--- src/rtl/sram_pkg.sv ---
package sram_pkg;
  localparam int LANES  = 2;
  localparam int LANE_W = 8;
  localparam int WORD_W = LANES * LANE_W;

  // Active-low selects {ub_n, lb_n} to an active-high lane mask.
  function automatic logic [LANES-1:0] lane_mask(input logic ub_n, input logic lb_n);
    return ~{ub_n, lb_n};
  endfunction

  // Replicate each mask bit across its byte.
  function automatic logic [WORD_W-1:0] byte_spread(input logic [LANES-1:0] m);
    logic [WORD_W-1:0] r;
    for (int i = 0; i < LANES; i++) r[i*LANE_W +: LANE_W] = {LANE_W{m[i]}};
    return r;
  endfunction
endpackage

--- src/rtl/sram_write_track.sv ---
module sram_write_track
  import sram_pkg::*;
#(
  parameter int PIN_AW = 18
) (
  input  logic              clk,
  input  logic              rst_n,
  input  logic              wr_active,
  input  logic [PIN_AW-1:0] addr,
  input  logic [LANES-1:0]  sel_mask,
  output logic              wr_commit,
  output logic [PIN_AW-1:0] wr_addr,
  output logic [LANES-1:0]  wr_mask,
  output logic              addr_err
);
  logic wr_active_q;

  always_ff @(posedge clk or negedge rst_n) begin
    if (!rst_n) begin
      wr_active_q <= 1'b0;
      wr_addr     <= '0;
      wr_mask     <= '0;
    end else begin
      wr_active_q <= wr_active;
      if (wr_active) begin
        wr_addr <= addr;
        wr_mask <= sel_mask;
      end
    end
  end

  assign wr_commit = wr_active_q && !wr_active;
  assign addr_err  = wr_active_q && wr_active && (addr != wr_addr);
endmodule

--- config.mk ---
export PLATFORM = sky130hd
export DESIGN_NAME = sram_write_track
export DESIGN_NICKNAME = d
export VERILOG_FILES = /design/src/rtl/sram_pkg.sv /design/src/rtl/sram_write_track.sv
export SDC_FILE = /design/constraint.sdc
export NUM_CORES = 1
export LEC_CHECK = 0
export BUFFER_PORTS_ARGS = -buffer_cell sky130_fd_sc_hd__buf_2
export CAP_MARGIN = 20
export CORE_ASPECT_RATIO = 0.7
export CORE_UTILIZATION = 40
export CTS_BUF_LIST = sky130_fd_sc_hd__clkbuf_8
export CTS_CLUSTER_DIAMETER = 60
export DETAILED_ROUTE_END_ITERATION = 8
export PLACE_DENSITY = 0.7
export SLEW_MARGIN = 5
export SYNTH_ARGS = -nofsm -noshare
export SYNTH_HDL_FRONTEND = slang
export SYNTH_SLANG_ARGS = --single-unit
--- constraint.sdc ---
create_clock -name clk -period 2 [get_ports clk]
set_input_delay 0.4 -clock clk [delete_from_list [all_inputs] [get_ports clk]]
set_output_delay 0.4 -clock clk [all_outputs]
set_load 0.01 [all_outputs]
Word-level counts from Yosys, hierarchy flattened
Index checks and enable logic that the tools add are counted.
{"block": "op_classes", "eq_ne": 1, "n_reduce_logical": 4}
{"cell": "18-bit inequality test", "count": 1}
{"cell": "1-bit logical AND", "count": 3}
{"cell": "1-bit logical NOT", "count": 1}
{"block": "word_totals", "wordCells": 8, "register_bits": 21, "output_inout_bits": 22, "inputBits": 23}

Longest topological paths before layout
Gate-level depths: netlist (run 1).
{"block": "depth", "word_depth": 2, "depth_mapped": 4}

Least setup slack after synthesis (run 1)
No wires, ideal clock.
{"block": "synth_timing", "kind": "reg-to-output", "startpoint": "register wr_addr[6]", "endpoint": "output addr_err", "path_stages_with_launch": 4, "slack_ps": 567, "path_buffers": 0, "t_arrival_ps": 1033, "cell_sequence": "dfrtp_1 xor2_1 nor4_1 a41oi_1"}
{"block": "synth_between", "elab_chain_len": 2}
{"item": "start: declaration", "line_no": "sram_write_track.sv:12", "source": "output logic [PIN_AW-1:0] wr_addr,"}
{"item": "start signal: assignment", "line_no": "sram_write_track.sv:26", "source": "wr_addr <= addr;"}
{"item": "18-bit inequality test", "line_no": "sram_write_track.sv:33", "source": "assign addr_err = wr_active_q && wr_active && (addr != wr_addr);"}
{"item": "1-bit logical AND", "line_no": "sram_write_track.sv:33"}
{"item": "end: declaration", "line_no": "sram_write_track.sv:14", "source": "output logic addr_err"}
Every way passes these cells.

Final worst setup path (run 1)
{"block": "layout_timing", "startpoint": "register wr_addr[10]", "endpoint": "output addr_err"}
Same word-level chain as after synthesis.

==> results of run 1 <==
## through the flow
stage	power [W]	setup WS, ns	util, %	cell area, um2	hold WS (ns)
6_report	0.000984	0.0920	58.3	1300	0.0844
4_1_cts	0.000989	0.0947	57.1	1270	0.104
3_3_place_gp	0.000714	0.314	55.1	1220	0.382
5_1_grt	0.00104	0.0277	58.3	1300	0.110
3_5_place_dp	0.000722	0.277	55.1	1220	0.384
2_1_floorplan	0.000625	0.567	-	972	0.104
## metal layers
layer	part of all wire [%]	vias to the layer above
li1	-	337
met1	46	331
met2	46	30
met3	8.0	0
met4	0	0
met5	0	-
## layout by cell type (no fill, tap or decap), drive strengths merged
| master | count |
|---|---|
| buf | 47 |
| dfrtp | 21 |
| mux2 | 20 |
| xnor2 | 14 |
| xor2 | 4 |
| nand4 | 3 |
| clkbuf | 3 |
| nor2b | 1 |
| nor3 | 1 |
| nor4 | 1 |
| nand2 | 1 |
| a41oi | 1 |
| inv | 1 |
## state kept, by name, indices dropped and copies added, names as in the netlist
name,cells
wr_active_q,1
wr_addr,18
wr_mask,2
## logic make-up (layout without fill, tap and decap cells)
family                 count (synthesis)  count (layout)  synth area share (%)
buffers and inverters                  2              51                  1.54
AO/OA/AOI/OAI                          1               1                 0.901
AND/OR/NAND/NOR                        7               7                  4.12
XOR/XNOR                              18              18                  16.2
multiplexers                          20              20                  23.2
flip-flops                            21              21                  54.1
## area by class of cell
type / count / area, um2
well taps: 32 / 40.0
clock inverters: 1 / 3.75
multi-input cells: 46 / 444
fillers: 217 / 927
repair buffers: 47 / 243
flip-flops and latches: 21 / 526
clock buffers: 3 / 41.3
## final timing paths
kind	end	slack, ns	cells after the start
min in group clk	wr_mask[1]	0.38	2
min	wr_addr[12]	0.08	1
min reg2reg	wr_mask[1]	0.51	1
max	addr_err	0.09	5
max in group asynchronous	wr_addr[9]	1.60	1
max reg2reg	wr_addr[2]	1.10	2
## repair_timing
| item | CTS | global route |
|---|---|---|
| gates resized for setup | 0 | 2 |
| buffers inserted | 0 | 2 |
| setup endpoints to repair | 0 | 1 |
## power breakdown
group / internal (W) / switching, W
Sequential: 0.000466 / 0.0000337
Combinational: 0.000120 / 0.000100
Clock: 0.000136 / 0.000127
## worst max-delay path, stage by stage (launching register included)
cell     delay [ns]
dfrtp_1        0.40
xnor2_1        0.18
nand4_1        0.18
nor3_2         0.24
a41oi_2        0.11
buf_2          0.15
==> flow_metrics.py, run 1 <==
metrics = {
    "place": {
        "buffer_ports.inserted": 44,
        "dpl.hpwl_um": 1480,
        "placed_cells_incl_taps": 144,
        "globalplace.congestion": 0.695,
    },
    "logic_synthesis": {
        "synth_area_per_cell_um2": 14.1,
        "mappedNetlistNets": 92,
        "synthMostInstantiatedCell": "dfrtp_1",
        "ys_seq_elements": 21,
        "synth_commonest_cells": "dfrtp_1, mux2_2, xnor2_1",
        "cell_area_after_synthesis_um2": 972,
        "synth_top_area_cell": "dfrtp_1",
        "synth_cells": 69,
        "synthArstFlopShare_pct": 100,
        "main_area_contributors_after_synthesis": "dfrtp_1, mux2_2, xnor2_1",
        "yosys_top_cell_area_share_pct": 54.1,
        "netlist-cell-type-count": 11,
        "ys_dominant_reg_cell": "dfrtp_1",
        "synth-seq-area-share_pct": 54.1,
        "yosysWarnings": 0,
        "number_of_synthesized_flops_with_an_enable_pin": 0,
    },
    "outcome": {
        "outcome": "complete, no violations",
    },
    "routing": {
        "route.antenna.remaining_nets": 0,
        "viasPerCell": 4.65,
        "route.detailed.drc": 0,
        "drt-pass1-iter-count": 4,
        "detailedRoute.firstIterationViolations": 11,
        "routedWlPerCell_um": 12.7,
        "vias": 698,
        "routed_wirelength_um": 1910,
    },
    "timing": {
        "worst_clock_skew_ns": 0,
        "post-route-period-util_pct": 95.4,
        "tightestPinTransition_ns": 0.454,
        "final.setup.tns_ns": 0,
        "setup-violations-final": 0,
        "worst_slew_margin_pct": 69.7,
        "max_clock_freq_ghz": 0.524,
        "layout_min_cycle_time_ns": 1.91,
        "timing.final.max_slew_violations": 0,
        "final_hold_viols": 0,
        "rsz0062_at_grt": "true",
    },
    "worst_setup_path": {
        "critical_path.startpoint_type": "flop",
        "reg2reg_start": "wr_addr[2]",
        "setup.worst_path.end_class": "primary output",
        "worstPathRequired_ns": 1.60,
        "worst_ep_arrival_time_ns": 1.51,
        "cp-startpoint": "wr_addr[10]",
        "worst-setup-path-type": "reg -> out",
        "path_max_fanout": 2,
    },
    "pwr": {
        "vdd.ir_drop.worst_mv": 0.506,
        "leakagePower_nw": 0.596,
        "cellPowerDensity_nw_per_um2": 758,
    },
    "clock_tree": {
        "worstSkewPairLatency_ns": 0.25,
        "cts-root-buf": "clkbuf_8",
        "clock_buffers_created_by_tritoncts": 3,
        "tritoncts": "done",
        "clk_transition_reported_paths_ns": 0.07,
        "number_of_hold_buffers_added_after_cts": 0,
        "max-clock-path-buffers": 2,
        "cts_htree_levels": 1,
        "cts.sink_count": 21,
    },
    "global_routing": {
        "grt.met3_usage_pct": 7.01,
        "global_route.usage.total_pct": 16.6,
        "initial_antenna_violation_count": 0,
        "maximum_number_of_pins_on_one_net_before_global_route_repair": 22,
        "grt.met1_usage_pct": 20.6,
        "grt_pass1_vias": 711,
        "grt_pass1_wl_um": 3170,
        "grt.overflow.total": 0,
        "use_met2_pct": 27.3,
        "grt_most_used_layer": "met2",
    },
    "die": {
        "boundaryPins": 45,
        "core.rowCount": 14,
        "fp.dieH_um": 43.2,
        "die-area_um2": 2630,
        "core_region_area_um2": 2220,
        "start_util_pct": 43.7,
        "die_w_um": 60.9,
    },
    "flow_run": {
        "maxCapViolations": 0,
    },
    "hold_path": {
        "min_path_type": "in -> async",
    },
    "layout": {
        "drive_above_1_share_pct": 61.0,
        "antenna_cells_inserted": 0,
        "stdcell_count": 150,
        "nNetsFinal": 142,
        "area_growth_syn_to_layout_pct": 33.5,
    },
}
(Power assumes the default switching activity.)
==> inputs of run 2 (changes only) <==
BUFFER_PORTS_ARGS = unset   (was -buffer_cell sky130_fd_sc_hd__buf_2)
DONT_BUFFER_PORTS = 1   (was unset)
PLACE_DENSITY = unset   (was 0.7)
==> run 2 against run 1 <==
Effect of this change: global-route usage fell by 3.7 points; first-iteration DRC count shrank 55%; non-clock buffer count is 46 lower; final cell count fell by 31%; register-to-register slack improved by 0.06 ns; flip-flop and latch count unchanged; fmax up 2.4%; sequential power up 5.2%; clock-buffer cell count stayed put; critical endpoint unchanged.
==> flow_metrics.py, run 2 (synthesis gave the netlist of run 1 again) <==
metrics = {
    "worst_setup_path": {
        "slowest_stage": "dfrtp_1",
        "crit_chain": "xor2_1, nor4_1, a41oi_2",
        "setup.worst_path.end_class": "primary output",
        "cp_slowest_stage_delay_ns": 0.44,
        "worst-setup-path-type": "reg -> out",
        "worst_ep_arrival_time_ns": 1.46,
        "critical_path.startpoint_type": "flop",
        "worstPathRequired_ns": 1.60,
        "path_max_fanout": 3,
    },
    "layout": {
        "layout_commonest_cell": "dfrtp_1",
        "drive_above_1_share_pct": 34.7,
        "registers.top_by_ff_count": "wr_addr",
        "nNetsFinal": 96,
        "area_growth_syn_to_layout_pct": 9.52,
        "layout.cells.most_common_list": "dfrtp_1, mux2_2, xnor2_1",
        "largest_register_ff_count": 18,
        "antenna_cells_inserted": 0,
        "largest_registers": "wr_addr: 18 flops, wr_mask: 2 flops, wr_active_q: 1 flops",
    },
    "global_routing": {
        "maximum_number_of_pins_on_one_net_before_global_route_repair": 24,
        "grt.overflow.total": 0,
        "initial_antenna_violation_count": 0,
        "grt_pass1_vias": 559,
        "grt_pass1_wl_um": 2300,
        "global_route.usage.total_pct": 12.9,
    },
    "die": {
        "core_region_area_um2": 2220,
        "start_util_pct": 43.7,
        "die-area_um2": 2630,
        "core.rowCount": 14,
        "boundaryPins": 45,
        "die_w_um": 60.9,
        "fp.dieH_um": 43.2,
    },
    "timing": {
        "max_clock_freq_ghz": 0.537,
        "final_hold_viols": 0,
        "setup-violations-final": 0,
        "layout_min_cycle_time_ns": 1.86,
        "final.setup.tns_ns": 0,
        "worst_slew_margin_pct": 39.0,
        "worst_clock_skew_ns": 0,
        "rsz0062_at_grt": "false",
        "post-route-period-util_pct": 93.1,
        "timing.final.max_slew_violations": 0,
        "tightestPinTransition_ns": 0.912,
        "hold_ws_ns": 0.176,
    },
    "outcome": {
        "outcome": "complete, no violations",
    },
    "clock_tree": {
        "cts-root-buf": "clkbuf_8",
        "clock_buffers_created_by_tritoncts": 3,
        "worstSkewPairLatency_ns": 0.25,
        "cts_htree_levels": 1,
        "clk_transition_reported_paths_ns": 0.07,
        "cts.sink_count": 21,
        "max-clock-path-buffers": 2,
        "tritoncts": "done",
    },
    "routing": {
        "vias": 523,
        "route.detailed.drc": 0,
        "drt-pass1-iter-count": 2,
        "route.antenna.remaining_nets": 0,
        "detailedRoute.firstIterationViolations": 5,
        "met3_length_um": 140,
        "met2_wirelength_um": 680,
        "routed_wirelength_um": 1530,
        "route.top_layer_used": "met4",
        "wl_met1_um": 685,
        "routedWlPerCell_um": 14.7,
        "viasPerCell": 5.03,
    },
    "place": {
        "buffer_ports.inserted": 0,
        "globalplace.congestion": 0.613,
    },
    "hold_path": {
        "min_path_type": "in -> reg",
    },
    "pwr": {
        "leakagePower_nw": 0.410,
        "vdd.ir_drop.worst_mv": 0.506,
        "cellPowerDensity_nw_per_um2": 846,
    },
    "flow_run": {
        "maxCapViolations": 0,
    },
}
[run 2: cell count changes in the layout (fill, tap and decap cells not counted)]
cell,delta
buf_2,-44
buf_4,-3
dlygate4sd3_1,+1
[run 2: power breakdown]
| group | leakage (nW) | internal (W) | switching [W] |
|---|---|---|---|
| clock | 0.0269 | 0.000136 | 0.000126 |
| sequential | 0.246 | 0.000466 | 0.0000597 |
| combinational | 0.138 | 0.0000734 | 0.0000389 |
| total | 0.410 | 0.000676 | 0.000224 |
[run 2: worst max-delay path, delay by kind of cell, from the launching register on]
family | cells | cell delay (ns)
AOI/OAI and AO/OA | 1 | 0.21
DFF | 1 | 0.44
and+or+nand+nor | 1 | 0.37
xor gates and xnor gates | 1 | 0.19
[run 2: worst paths after layout]
path	cells past startpoint	startpoint	to	slack, ns
setup reg to reg	1	wr_addr[11]	wr_addr[11]	1.16
hold / removal	0	wr_active	wr_active_q	0.18
hold reg to reg	1	wr_mask[0]	wr_mask[0]	0.59
max in group asynchronous	1	rst_n	wr_addr[15]	0.72
min in group asynchronous	1	rst_n	wr_mask[0]	0.72
setup / recovery	3	wr_addr[6]	addr_err	0.14
[run 2: area by class of cell]
class	count	area, um2
fill	216	1160
sequential	21	526
multi-input combinational	46	444
clock buffer	3	41.3
tap	32	40.0
timing repair buffer	1	10.0
clock inverter	1	3.75
[run 2: per-stage QoR]
step,worst slack (ns),utilization (%),instances,area [um2],total power [W]
4_1_cts,0.113,47.3,104,1050,0.000918
2_1_floorplan,0.567,-,69,972,0.000625
6_report,0.138,47.9,104,1060,0.000900
5_1_grt,0.00370,47.9,104,1060,0.000953
3_5_place_dp,0.405,44.8,99,997,0.000637
3_3_place_gp,0.406,44.8,99,997,0.000634
[run 2: layer usage]
metal	vias to the layer above	GRT usage [%]
met3	2	7.32
li1	244	-
met4	0	6.82
met1	253	13.4
met5	-	0
met2	24	20.7
[run 2: repair_timing]
item | 4_1_cts | 5_1_grt
setup buffers | 0 | 0
hold endpoints to repair | 21 | 0
hold buffers | 1 | 0
endpoints found under the setup margin | 0 | 1
resized for setup | 0 | 2
==> inputs of run 3 (changes only) <==
GPL_TIMING_DRIVEN = 0   (was unset)
==> run 3 against run 2 <==
Effect of this change: global-route usage up 1.4 points; combinational power grew 13%; clock-buffer cell count is the same; largest cell class unchanged; highest routed layer is now met3.
==> flow_metrics.py, run 3 (synthesis gave the netlist of run 1 again) <==
metrics = {
    "clock_tree": {
        "tritoncts": "done",
        "post_cts_setup_buffer_count": 0,
        "clk_transition_reported_paths_ns": 0.07,
        "cts_htree_levels": 1,
        "max-clock-path-buffers": 2,
        "worstSkewPairLatency_ns": 0.25,
        "clock_buffers_created_by_tritoncts": 3,
        "cts.sink_count": 21,
        "cts-root-buf": "clkbuf_8",
    },
    "routing": {
        "route.antenna.remaining_nets": 0,
        "met3_length_um": 152,
        "viasPerCell": 5.07,
        "routedWlPerCell_um": 15.4,
        "detailedRoute.firstIterationViolations": 4,
        "routed_wirelength_um": 1650,
        "drt-pass1-iter-count": 2,
        "met2_wirelength_um": 837,
        "route.detailed.drc": 0,
        "route.top_layer_used": "met3",
        "vias": 543,
        "wl_met1_um": 659,
    },
    "timing": {
        "worst_slew_margin_pct": 74.9,
        "setup-violations-final": 0,
        "timing.final.max_slew_violations": 0,
        "max_clock_freq_ghz": 0.539,
        "final.setup.tns_ns": 0,
        "worst_clock_skew_ns": 0,
        "rsz0062_at_grt": "false",
        "final_hold_viols": 0,
        "post-route-period-util_pct": 92.8,
        "tightestPinTransition_ns": 0.375,
        "layout_min_cycle_time_ns": 1.86,
    },
    "layout": {
        "area_growth_syn_to_layout_pct": 12.2,
        "nNetsFinal": 99,
        "design_area_um2": 1090,
        "drive_above_1_share_pct": 37.3,
        "layout_commonest_cell": "dfrtp_1",
        "largest_registers": "wr_addr: 18 flops, wr_mask: 2 flops, wr_active_q: 1 flops",
        "antenna_cells_inserted": 0,
        "largest_register_ff_count": 18,
        "layout.cells.most_common_list": "dfrtp_1, mux2_2, xnor2_1",
        "registers.top_by_ff_count": "wr_addr",
    },
    "die": {
        "die_w_um": 60.9,
        "die-area_um2": 2630,
        "fp.dieH_um": 43.2,
        "core_region_area_um2": 2220,
        "core.rowCount": 14,
        "start_util_pct": 43.7,
        "boundaryPins": 45,
    },
    "pwr": {
        "vdd.ir_drop.worst_mv": 0.555,
        "power.total_w": 0.000920,
        "cellPowerDensity_nw_per_um2": 844,
        "leakagePower_nw": 0.426,
    },
    "place": {
        "placed_cell_area_um2": 1010,
        "dpl.hpwl_um": 1260,
        "globalplace.congestion": 0.566,
        "buffer_ports.inserted": 0,
    },
    "flow_run": {
        "maxCapViolations": 0,
    },
    "global_routing": {
        "grt_pass1_wl_um": 2620,
        "global_route.usage.total_pct": 14.3,
        "initial_antenna_violation_count": 0,
        "grt.overflow.total": 0,
        "maximum_number_of_pins_on_one_net_before_global_route_repair": 22,
        "grt_pass1_vias": 599,
    },
    "worst_setup_path": {
        "cp_slowest_stage_delay_ns": 0.44,
        "setup.worst_path.end_class": "primary output",
        "critical_path.startpoint_type": "flop",
        "worst_ep_arrival_time_ns": 1.46,
        "worst-setup-path-type": "reg -> out",
        "critical_path.top_delay_family": "flip-flops",
        "slowest_stage": "dfrtp_1",
        "crit_chain": "xor2_1, nor4_1, a41oi_2",
        "buffers_and_inverters_on_the_worst_path": 0,
        "worstPathRequired_ns": 1.60,
        "path_max_fanout": 3,
    },
    "outcome": {
        "outcome": "complete, no violations",
    },
    "hold_path": {
        "min_path_type": "in -> reg",
    },
}
-- run 3: cell count changes in the layout (fill, tap and decap cells not counted) --
cell,previous run,this run
buf_4,0,2
buf_6,0,1
-- run 3: final timing paths --
| kind | start | to | slack (ns) | cells after the start |
|---|---|---|---|---|
| setup reg to reg | wr_addr[8] | wr_addr[8] | 1.16 | 1 |
| min in group asynchronous | rst_n | wr_mask[0] | 0.49 | 1 |
| max in group asynchronous | rst_n | wr_addr[5] | 1.07 | 2 |
| hold / removal | wr_active | wr_active_q | 0.17 | 0 |
| setup / recovery | wr_addr[6] | addr_err | 0.14 | 3 |
| hold reg to reg | wr_mask[0] | wr_mask[0] | 0.58 | 1 |
-- run 3: per-layer routing --
metal	up-vias	track usage (%)
met3	0	7.62
met4	0	2.73
met1	271	16.2
met5	-	0
li1	249	-
met2	23	24.0
-- run 3: per-stage QoR --
step / worst slack (ns) / hold slack [ns] / std cells / utilization (%)
global route: 0.0422 / 0.148 / 107 / 49.0
floorplan: 0.567 / 0.104 / 69 / -
finish: 0.144 / 0.165 / 107 / 49.0
global placement: 0.414 / 0.105 / 101 / 45.5
CTS: 0.115 / 0.160 / 106 / 48.0
detailed placement: 0.403 / 0.105 / 101 / 45.5
-- run 3: cell type report --
class                           count  area, um2
Multi-Input combinational cell     46        444
Buffer                              2       15.0
Fill cell                         215       1130
Timing Repair Buffer                2       21.3
Clock buffer                        3       41.3
Tap cell                           32       40.0
Clock inverter                      1       3.75
Sequential cell                    21        526
-- run 3: report_power, final --
part	switching, W	internal (W)
registers	0.0000600	0.000466
logic	0.0000480	0.0000776
clock network	0.000132	0.000137
-- run 3: timing repair --
item / CTS / global route
resized for setup: 0 / 2
hold endpoints to repair: 21 / 0
endpoints found under the setup margin: 0 / 1
hold buffers: 1 / 0
